===== src/rtl/branch_pkg.sv =====
// Package: shared types for the relative branch executor.
// Assumes the flag vector layout {V,H,I,N,Z,C}, with C in bit 0.
package branch_pkg;
    localparam int FLAG_W = 6;
    localparam int FLG_C  = 0;
    localparam int FLG_Z  = 1;
    localparam int FLG_N  = 2;
    localparam int FLG_I  = 3;
    localparam int FLG_H  = 4;
    localparam int FLG_V  = 5;

    // Which test a decoded branch applies; the polarity bit picks 0 or 1.
    typedef enum logic [3:0] {
        COND_ALWAYS,
        COND_CZ,
        COND_C,
        COND_Z,
        COND_H,
        COND_N,
        COND_I,
        COND_PIN,
        COND_LT,
        COND_LE
    } cond_t;
endpackage


===== src/rtl/branch_decode.sv =====
// Module: branch_decode
// Maps an 8-bit opcode to a condition selector and a polarity, and flags
// legality. Purely combinational. Assumes that in the 0x2x range bit 0 is
// the polarity and bits 3:1 select the test, and that 0x90..0x93 are the
// signed compares with bit 1 choosing the form that includes Z.
module branch_decode
    import branch_pkg::*;
(
    input  logic [7:0] opcode_i,
    output logic       legal_o,
    output cond_t      cond_o,
    output logic       pol_o
);
    // Decode the opcode into a test and the value that makes it succeed.
    always_comb begin
        legal_o = 1'b0;
        cond_o  = COND_ALWAYS;
        pol_o   = opcode_i[0];
        if (opcode_i[7:4] == 4'h2) begin
            legal_o = !((opcode_i[3:1] == 3'd0) && opcode_i[0]);
            case (opcode_i[3:1])
                3'd0:    cond_o = COND_ALWAYS;
                3'd1:    cond_o = COND_CZ;
                3'd2:    cond_o = COND_C;
                3'd3:    cond_o = COND_Z;
                3'd4:    cond_o = COND_H;
                3'd5:    cond_o = COND_N;
                3'd6:    cond_o = COND_I;
                default: cond_o = COND_PIN;
            endcase
        end else if (opcode_i[7:2] == 6'b100100) begin
            legal_o = 1'b1;
            cond_o  = opcode_i[1] ? COND_LE : COND_LT;
        end
    end
endmodule


===== src/rtl/branch_cond_eval.sv =====
// Module: branch_cond_eval
// Evaluates the selected test on the captured flags and the pin level. The
// branch is taken when the test result equals the polarity bit; for the
// unconditional case the test reads 0 and the polarity is 0.
module branch_cond_eval
    import branch_pkg::*;
(
    input  cond_t             cond_i,
    input  logic              pol_i,
    input  logic [FLAG_W-1:0] flags_i,
    input  logic              pin_i,
    output logic              taken_o
);
    logic test;
    logic sgn_lt;

    // Signed less-than term shared by both signed compares.
    assign sgn_lt = flags_i[FLG_N] ^ flags_i[FLG_V];

    // Select the raw test value for the decoded condition.
    always_comb begin
        case (cond_i)
            COND_CZ:  test = flags_i[FLG_C] | flags_i[FLG_Z];
            COND_C:   test = flags_i[FLG_C];
            COND_Z:   test = flags_i[FLG_Z];
            COND_H:   test = flags_i[FLG_H];
            COND_N:   test = flags_i[FLG_N];
            COND_I:   test = flags_i[FLG_I];
            COND_PIN: test = pin_i;
            COND_LT:  test = sgn_lt;
            COND_LE:  test = flags_i[FLG_Z] | sgn_lt;
            default:  test = 1'b0;
        endcase
    end

    assign taken_o = (test == pol_i);
endmodule


===== src/rtl/branch_target.sv =====
// Module: branch_target
// Forms the fall-through address (instruction address + 2) and the taken
// target (fall-through + sign-extended displacement), both wrapping at
// ADDR_W bits. Assumes OFS_W < ADDR_W.
module branch_target #(
    parameter int ADDR_W = 16,
    parameter int OFS_W  = 8
) (
    input  logic [ADDR_W-1:0] pc_i,
    input  logic [OFS_W-1:0]  offset_i,
    input  logic              taken_i,
    output logic [ADDR_W-1:0] next_pc_o
);
    localparam int EXT_W = ADDR_W - OFS_W;

    logic [ADDR_W-1:0] seq_pc;
    logic [ADDR_W-1:0] ofs_ext;

    assign seq_pc    = pc_i + ADDR_W'(2);
    assign ofs_ext   = {{EXT_W{offset_i[OFS_W-1]}}, offset_i};
    assign next_pc_o = taken_i ? (seq_pc + ofs_ext) : seq_pc;
endmodule


===== src/rtl/branch_seq.sv =====
// Module: branch_seq
// Cycle sequencer. A legal start holds busy for CYCLES cycles, and done
// marks the last of them. An illegal start gives a one-cycle done and an
// illegal pulse with no busy. Assumes CYCLES >= 2.
module branch_seq #(
    parameter int CYCLES = 3
) (
    input  logic clk,
    input  logic rst_n,
    input  logic start_i,
    input  logic legal_i,
    output logic accept_o,
    output logic load_o,
    output logic busy_o,
    output logic done_o,
    output logic illegal_o
);
    localparam int CNT_W = $clog2(CYCLES + 1);

    logic [CNT_W-1:0] cnt_q;
    logic             ill_q;

    assign busy_o    = (cnt_q != '0);
    assign accept_o  = start_i && !busy_o;
    assign load_o    = (cnt_q == CNT_W'(CYCLES - 1));
    assign illegal_o = ill_q;
    assign done_o    = (cnt_q == CNT_W'(CYCLES)) || ill_q;

    // Advance the busy-cycle counter and register the illegal pulse.
    always_ff @(posedge clk) begin
        if (!rst_n) begin
            cnt_q <= '0;
            ill_q <= 1'b0;
        end else begin
            ill_q <= accept_o && !legal_i;
            if (accept_o && legal_i)
                cnt_q <= CNT_W'(1);
            else if (cnt_q == CNT_W'(CYCLES))
                cnt_q <= '0;
            else if (busy_o)
                cnt_q <= cnt_q + CNT_W'(1);
        end
    end
endmodule


===== src/rtl/branch_exec.sv =====
// Module: branch_exec (top)
// Relative branch executor. It captures the operands on an accepted start,
// evaluates the condition on the captured copy, and registers next PC and
// taken one cycle before done. Assumes an 8-bit opcode and that the
// caller holds start for one cycle per branch.
module branch_exec
    import branch_pkg::*;
#(
    parameter int ADDR_W = 16,
    parameter int OFS_W  = 8,
    parameter int CYCLES = 3
) (
    input  logic              clk,
    input  logic              rst_n,
    input  logic              start_i,
    input  logic [7:0]        opcode_i,
    input  logic [OFS_W-1:0]  offset_i,
    input  logic [FLAG_W-1:0] flags_i,
    input  logic              irq_pin_i,
    input  logic [ADDR_W-1:0] pc_i,
    output logic              busy_o,
    output logic              done_o,
    output logic              taken_o,
    output logic              illegal_o,
    output logic [ADDR_W-1:0] next_pc_o
);
    logic              dec_legal;
    cond_t             dec_cond;
    logic              dec_pol;
    logic              accept;
    logic              load;

    cond_t             cond_q;
    logic              pol_q;
    logic [FLAG_W-1:0] flags_q;
    logic              pin_q;
    logic [ADDR_W-1:0] pc_q;
    logic [OFS_W-1:0]  ofs_q;

    logic              taken_w;
    logic [ADDR_W-1:0] target_w;
    logic [ADDR_W-1:0] res_pc_q;
    logic              res_taken_q;

    branch_decode u_dec (
        .opcode_i (opcode_i),
        .legal_o  (dec_legal),
        .cond_o   (dec_cond),
        .pol_o    (dec_pol)
    );

    branch_seq #(.CYCLES(CYCLES)) u_seq (
        .clk       (clk),
        .rst_n     (rst_n),
        .start_i   (start_i),
        .legal_i   (dec_legal),
        .accept_o  (accept),
        .load_o    (load),
        .busy_o    (busy_o),
        .done_o    (done_o),
        .illegal_o (illegal_o)
    );

    // Capture the operands of an accepted legal branch.
    always_ff @(posedge clk) begin
        if (!rst_n) begin
            cond_q  <= COND_ALWAYS;
            pol_q   <= 1'b0;
            flags_q <= '0;
            pin_q   <= 1'b0;
            pc_q    <= '0;
            ofs_q   <= '0;
        end else if (accept && dec_legal) begin
            cond_q  <= dec_cond;
            pol_q   <= dec_pol;
            flags_q <= flags_i;
            pin_q   <= irq_pin_i;
            pc_q    <= pc_i;
            ofs_q   <= offset_i;
        end
    end

    branch_cond_eval u_eval (
        .cond_i  (cond_q),
        .pol_i   (pol_q),
        .flags_i (flags_q),
        .pin_i   (pin_q),
        .taken_o (taken_w)
    );

    branch_target #(.ADDR_W(ADDR_W), .OFS_W(OFS_W)) u_tgt (
        .pc_i      (pc_q),
        .offset_i  (ofs_q),
        .taken_i   (taken_w),
        .next_pc_o (target_w)
    );

    // Register the result: branch outcome on load, unchanged PC on illegal.
    always_ff @(posedge clk) begin
        if (!rst_n) begin
            res_pc_q    <= '0;
            res_taken_q <= 1'b0;
        end else if (accept && !dec_legal) begin
            res_pc_q    <= pc_i;
            res_taken_q <= 1'b0;
        end else if (load) begin
            res_pc_q    <= target_w;
            res_taken_q <= taken_w;
        end
    end

    assign next_pc_o = res_pc_q;
    assign taken_o   = res_taken_q;
endmodule


===== config.mk =====
export PLATFORM = sky130hd
export DESIGN_NAME = branch_exec
export DESIGN_NICKNAME = d
export VERILOG_FILES = /design/src/rtl/branch_pkg.sv /design/src/rtl/branch_decode.sv /design/src/rtl/branch_cond_eval.sv /design/src/rtl/branch_target.sv /design/src/rtl/branch_seq.sv /design/src/rtl/branch_exec.sv
export SDC_FILE = /design/constraint.sdc
export NUM_CORES = 1
export LEC_CHECK = 0
export BUFFER_PORTS_ARGS = -buffer_cell sky130_fd_sc_hd__buf_2
export CAP_MARGIN = 20
export CORE_MARGIN = 1
export CORE_UTILIZATION = 50
export CTS_BUF_LIST = sky130_fd_sc_hd__clkbuf_2
export CTS_CLUSTER_DIAMETER = 150
export DETAILED_ROUTE_END_ITERATION = 16
export PLACE_DENSITY = 0.81
export REMOVE_ABC_BUFFERS = 1
export SKIP_CTS_REPAIR_TIMING = 1
export SLEW_MARGIN = 0
export SYNTH_ARGS = -nofsm -noshare
export SYNTH_HDL_FRONTEND = slang
export SYNTH_SLANG_ARGS = --single-unit
export TNS_END_PERCENT = 20

===== constraint.sdc =====
create_clock -name clk -period 3.58 [get_ports clk]
set_input_delay 0.716 -clock clk [delete_from_list [all_inputs] [get_ports clk]]
set_output_delay 0.716 -clock clk [all_outputs]
set_load 0.1 [all_outputs]

==> impl_metrics.env <==
export IMPL_fin_ws_ps=319
export IMPL_period_minus_slack_ps=3260
export IMPL_drc_errors=0
export IMPL_initial_core_util=0.514
export IMPL_synthCells=434
export IMPL_hp_class="primary input to register"
export IMPL_synth_xor_area_frac=0.0786
export IMPL_die_h_um=85.3
export IMPL_synth_area_top_cells="dfxtp_1 32%, nand2_1 9.6%, ha_1 8.3%, a21oi_1 7.6%, xnor2_1 6.1%"
export IMPL_reg2regPathDepth=13
export IMPL_synthAdderAreaFrac=0.0886
export IMPL_finClkSkew_ps=9.90
export IMPL_path_max_fanout=6
export IMPL_setup_viol=0
export IMPL_worst_slew_pin_slew_ps=644
export IMPL_required_ps=4000
export IMPL_cts_sinks=56
export IMPL_post_drt_wl_per_cell_um=15.4
export IMPL_layout_commonest_cell="nand2_1"
export IMPL_finalCritPeriodShare=0.911
export IMPL_finish_net_count=556
export IMPL_port_buffers=61
export IMPL_p_sw_frac=0.459
export IMPL_cts_tree="done"
export IMPL_cts_root_buf="clkbuf_2"
export IMPL_place_hpwl_um=6540
export IMPL_path_cells="and4_1 -> and3_1 -> and3_1 -> nand3_1 -> xnor2_1 -> ha_1 -> nand4_1 -> nor2_1 -> a211oi_1 -> a211oi_1 -> o31ai_2 -> xnor2_1 -> a211oi_2"
export IMPL_clk_path_buf_depth=2
export IMPL_syn_area_per_cell_um2=8.00
export IMPL_synth_largest_area_cell="dfxtp_1"
export IMPL_seq_area_um2=1120
export IMPL_wl_um=8820
export IMPL_intPower_uw=876
export IMPL_yosys_most_used_dff="dfxtp_1"
export IMPL_synthToLayoutAreaGrowth_pct=12.5
export IMPL_grt_setup_unrepaired="false"
export IMPL_most_common_layout_cells="89 x nand2_1, 61 x buf_2, 56 x dfxtp_1"
export IMPL_layoutNonFillerInstCount=571
export IMPL_hp_start="offset_i[7]"
export IMPL_ys_warn_count=0
export IMPL_num_vias=3322
export IMPL_setup_tns_final_ps=0
export IMPL_grt_max_degree=28
export IMPL_netlist_area_um2=3470
export IMPL_vias_per_cell=5.82
export IMPL_first_global_vias=3057
export IMPL_max_stage_delay_ps=500
export IMPL_ios=62
export IMPL_ant_nets=0
export IMPL_path_buf_inv=0
export IMPL_seq_area_frac_synth=0.323
export IMPL_synth_edff_count=0
export IMPL_crit_slowest_cell="dfxtp_1"
export IMPL_routabilityCongestion=0.881
export IMPL_hold_end="ofs_q[7]"
export IMPL_synth_simple_area_share=0.228
export IMPL_ir_drop_v=0.000330
export IMPL_synth_distinct_cells=59
export IMPL_dr_pass1_iters=4
export IMPL_crit_arrival_ps=3680
export IMPL_drive_gt1_frac=0.185
export IMPL_slew_headroom=0.570
export IMPL_crit_family="simple AND/OR/NAND/NOR gates"
export IMPL_grt_usage=0.247
export IMPL_drv_cap=0
export IMPL_drtIter0Drc=163
export IMPL_r2r_end="next_pc_o[15]"
export IMPL_multi_input_area_um2=2220
export IMPL_holdPathStages=3
export IMPL_total_power_uw=1620
export IMPL_synth_compound_area_frac=0.206
export IMPL_worstReg2RegStart="pc_q[3]"
export IMPL_grt_antenna_before_repair=0
export IMPL_coreArea_um2=6760
export IMPL_clk_latency_ps=460
export IMPL_diodes=0
export IMPL_path_clk_slew_ps=300
export IMPL_start_kind="register"
export IMPL_p_switching_uw=742
export IMPL_nFillCells=625
export IMPL_worstSetupPathType="register to register"
export IMPL_ys_seq_elements=56
export IMPL_overflow=0
export IMPL_synth_top_area_frac=0.323
export IMPL_post_place_cells=563
export IMPL_dieWidth_um=85.3
export IMPL_hold_viol=0
export IMPL_grt_pass1_wl_um=14300
export IMPL_max_freq_ghz=0.307
export IMPL_power_share_clock=0.164
export IMPL_rrSetupSlack_ps=320
export IMPL_p_leak_uw=0.00170
export IMPL_report_final_slew_viol_count=0
export IMPL_cts_buffers=5
export IMPL_end_kind="register"
export IMPL_dp_slack_ps=398
export IMPL_power_density_nw_per_um2=414
export IMPL_timing_hold_ws_ps=439
export IMPL_power_frac_comb=0.399
export IMPL_synthMuxAreaShare=0.0357
export IMPL_h_tree_depth=2
export IMPL_status="finished, final reports clean"
export IMPL_dieArea_um2=7280
export IMPL_p_seq_frac=0.437
export IMPL_synth_top_family_by_area="simple AND/OR/NAND/NOR gates"
export IMPL_rows=30
export IMPL_postSynth_asyncResetShare=0
-- logic make-up (layout without fill, tap and decap cells) --
| group | count (synthesis) | count (layout) |
|---|---|---|
| buf+inv | 31 | 88 |
| flops | 56 | 56 |
| fa+ha+maj | 24 | 24 |
| simple gates | 167 | 167 |
| compound gates | 116 | 116 |
| xor+xnor | 29 | 29 |
| mux | 11 | 11 |
-- synthesized netlist by cell type, drive strengths merged, types with 8 or more instances --
cell type and instances:
clkbuf 13, dfxtp 56, nand3 15, ha 23
buf 8, a21oi 53, a31oi 9, o21ai 18
and4 8, mux2i 9, nand2 89, xnor2 25
a211oi 8, nor2 19, inv 9
-- worst max-delay path by stage --
stage | from | endpoint | slack [ps] | cells past startpoint
after floorplan | opcode_i[4] | cond_q[1] | 510 | 6
after global placement | pc_q[3] | next_pc_o[15] | 560 | 13
after detailed placement | pc_q[3] | next_pc_o[15] | 400 | 13
after CTS | pc_q[3] | next_pc_o[15] | 350 | 13
after global routing | pc_q[3] | next_pc_o[15] | 50 | 13
final | pc_q[3] | next_pc_o[15] | 320 | 13
-- power groups by stage --
stage          combinational, uW  clock, uW  sequential, uW
4_1_cts                      645        274             707
6_report                     646        266             707
5_1_grt                      682        298             713
3_3_place_gp                 633          0             716
3_5_place_dp                 643          0             718
2_1_floorplan                244          0             968
-- stage by stage --
step,util,instance area [um2]
after floorplan,-,3370
after global placement,0.571,3860
after detailed placement,0.571,3860
after CTS,0.578,3910
after global routing,0.578,3910
final,0.578,3910
-- routing by layer --
| layer | vias up | GRT usage | wire, um |
|---|---|---|---|
| met5 | - | 0 | 0 |
| met4 | 0 | 0.0591 | 88 |
| met3 | 10 | 0.0360 | 465 |
| met2 | 87 | 0.453 | 4400 |
| met1 | 1577 | 0.306 | 3860 |
| li1 | 1648 | - | - |
-- flip-flops by register name, summed over array words and instances, names as in the netlist --
register         count
pol_q                1
flags_q              6
u_seq.illegal_o      1
ofs_q                8
taken_o              1
pc_q                16
next_pc_o           16
pin_q                1
u_seq.cnt_q          2
cond_q               4
-- final cells by class --
| class | count | share of cell area |
|---|---|---|
| multi-input cells | 347 | 0.567 |
| flip-flops and latches | 56 | 0.287 |
| repair buffers | 70 | 0.0987 |
| well taps | 80 | 0.0256 |
| inverters | 10 | 0.00961 |
| clock buffers | 5 | 0.00641 |
| clock inverters | 3 | 0.00545 |
-- worst reg2reg max path, cell delays in order (launching register included) --
cell,delay [ps]
dfxtp_1,500
and4_1,260
and3_1,200
and3_1,260
nand3_1,120
xnor2_1,280
ha_1,340
nand4_1,120
nor2_1,60
a211oi_1,350
a211oi_1,150
o31ai_2,270
xnor2_1,110
a211oi_2,200
(Power assumes the default switching activity.)
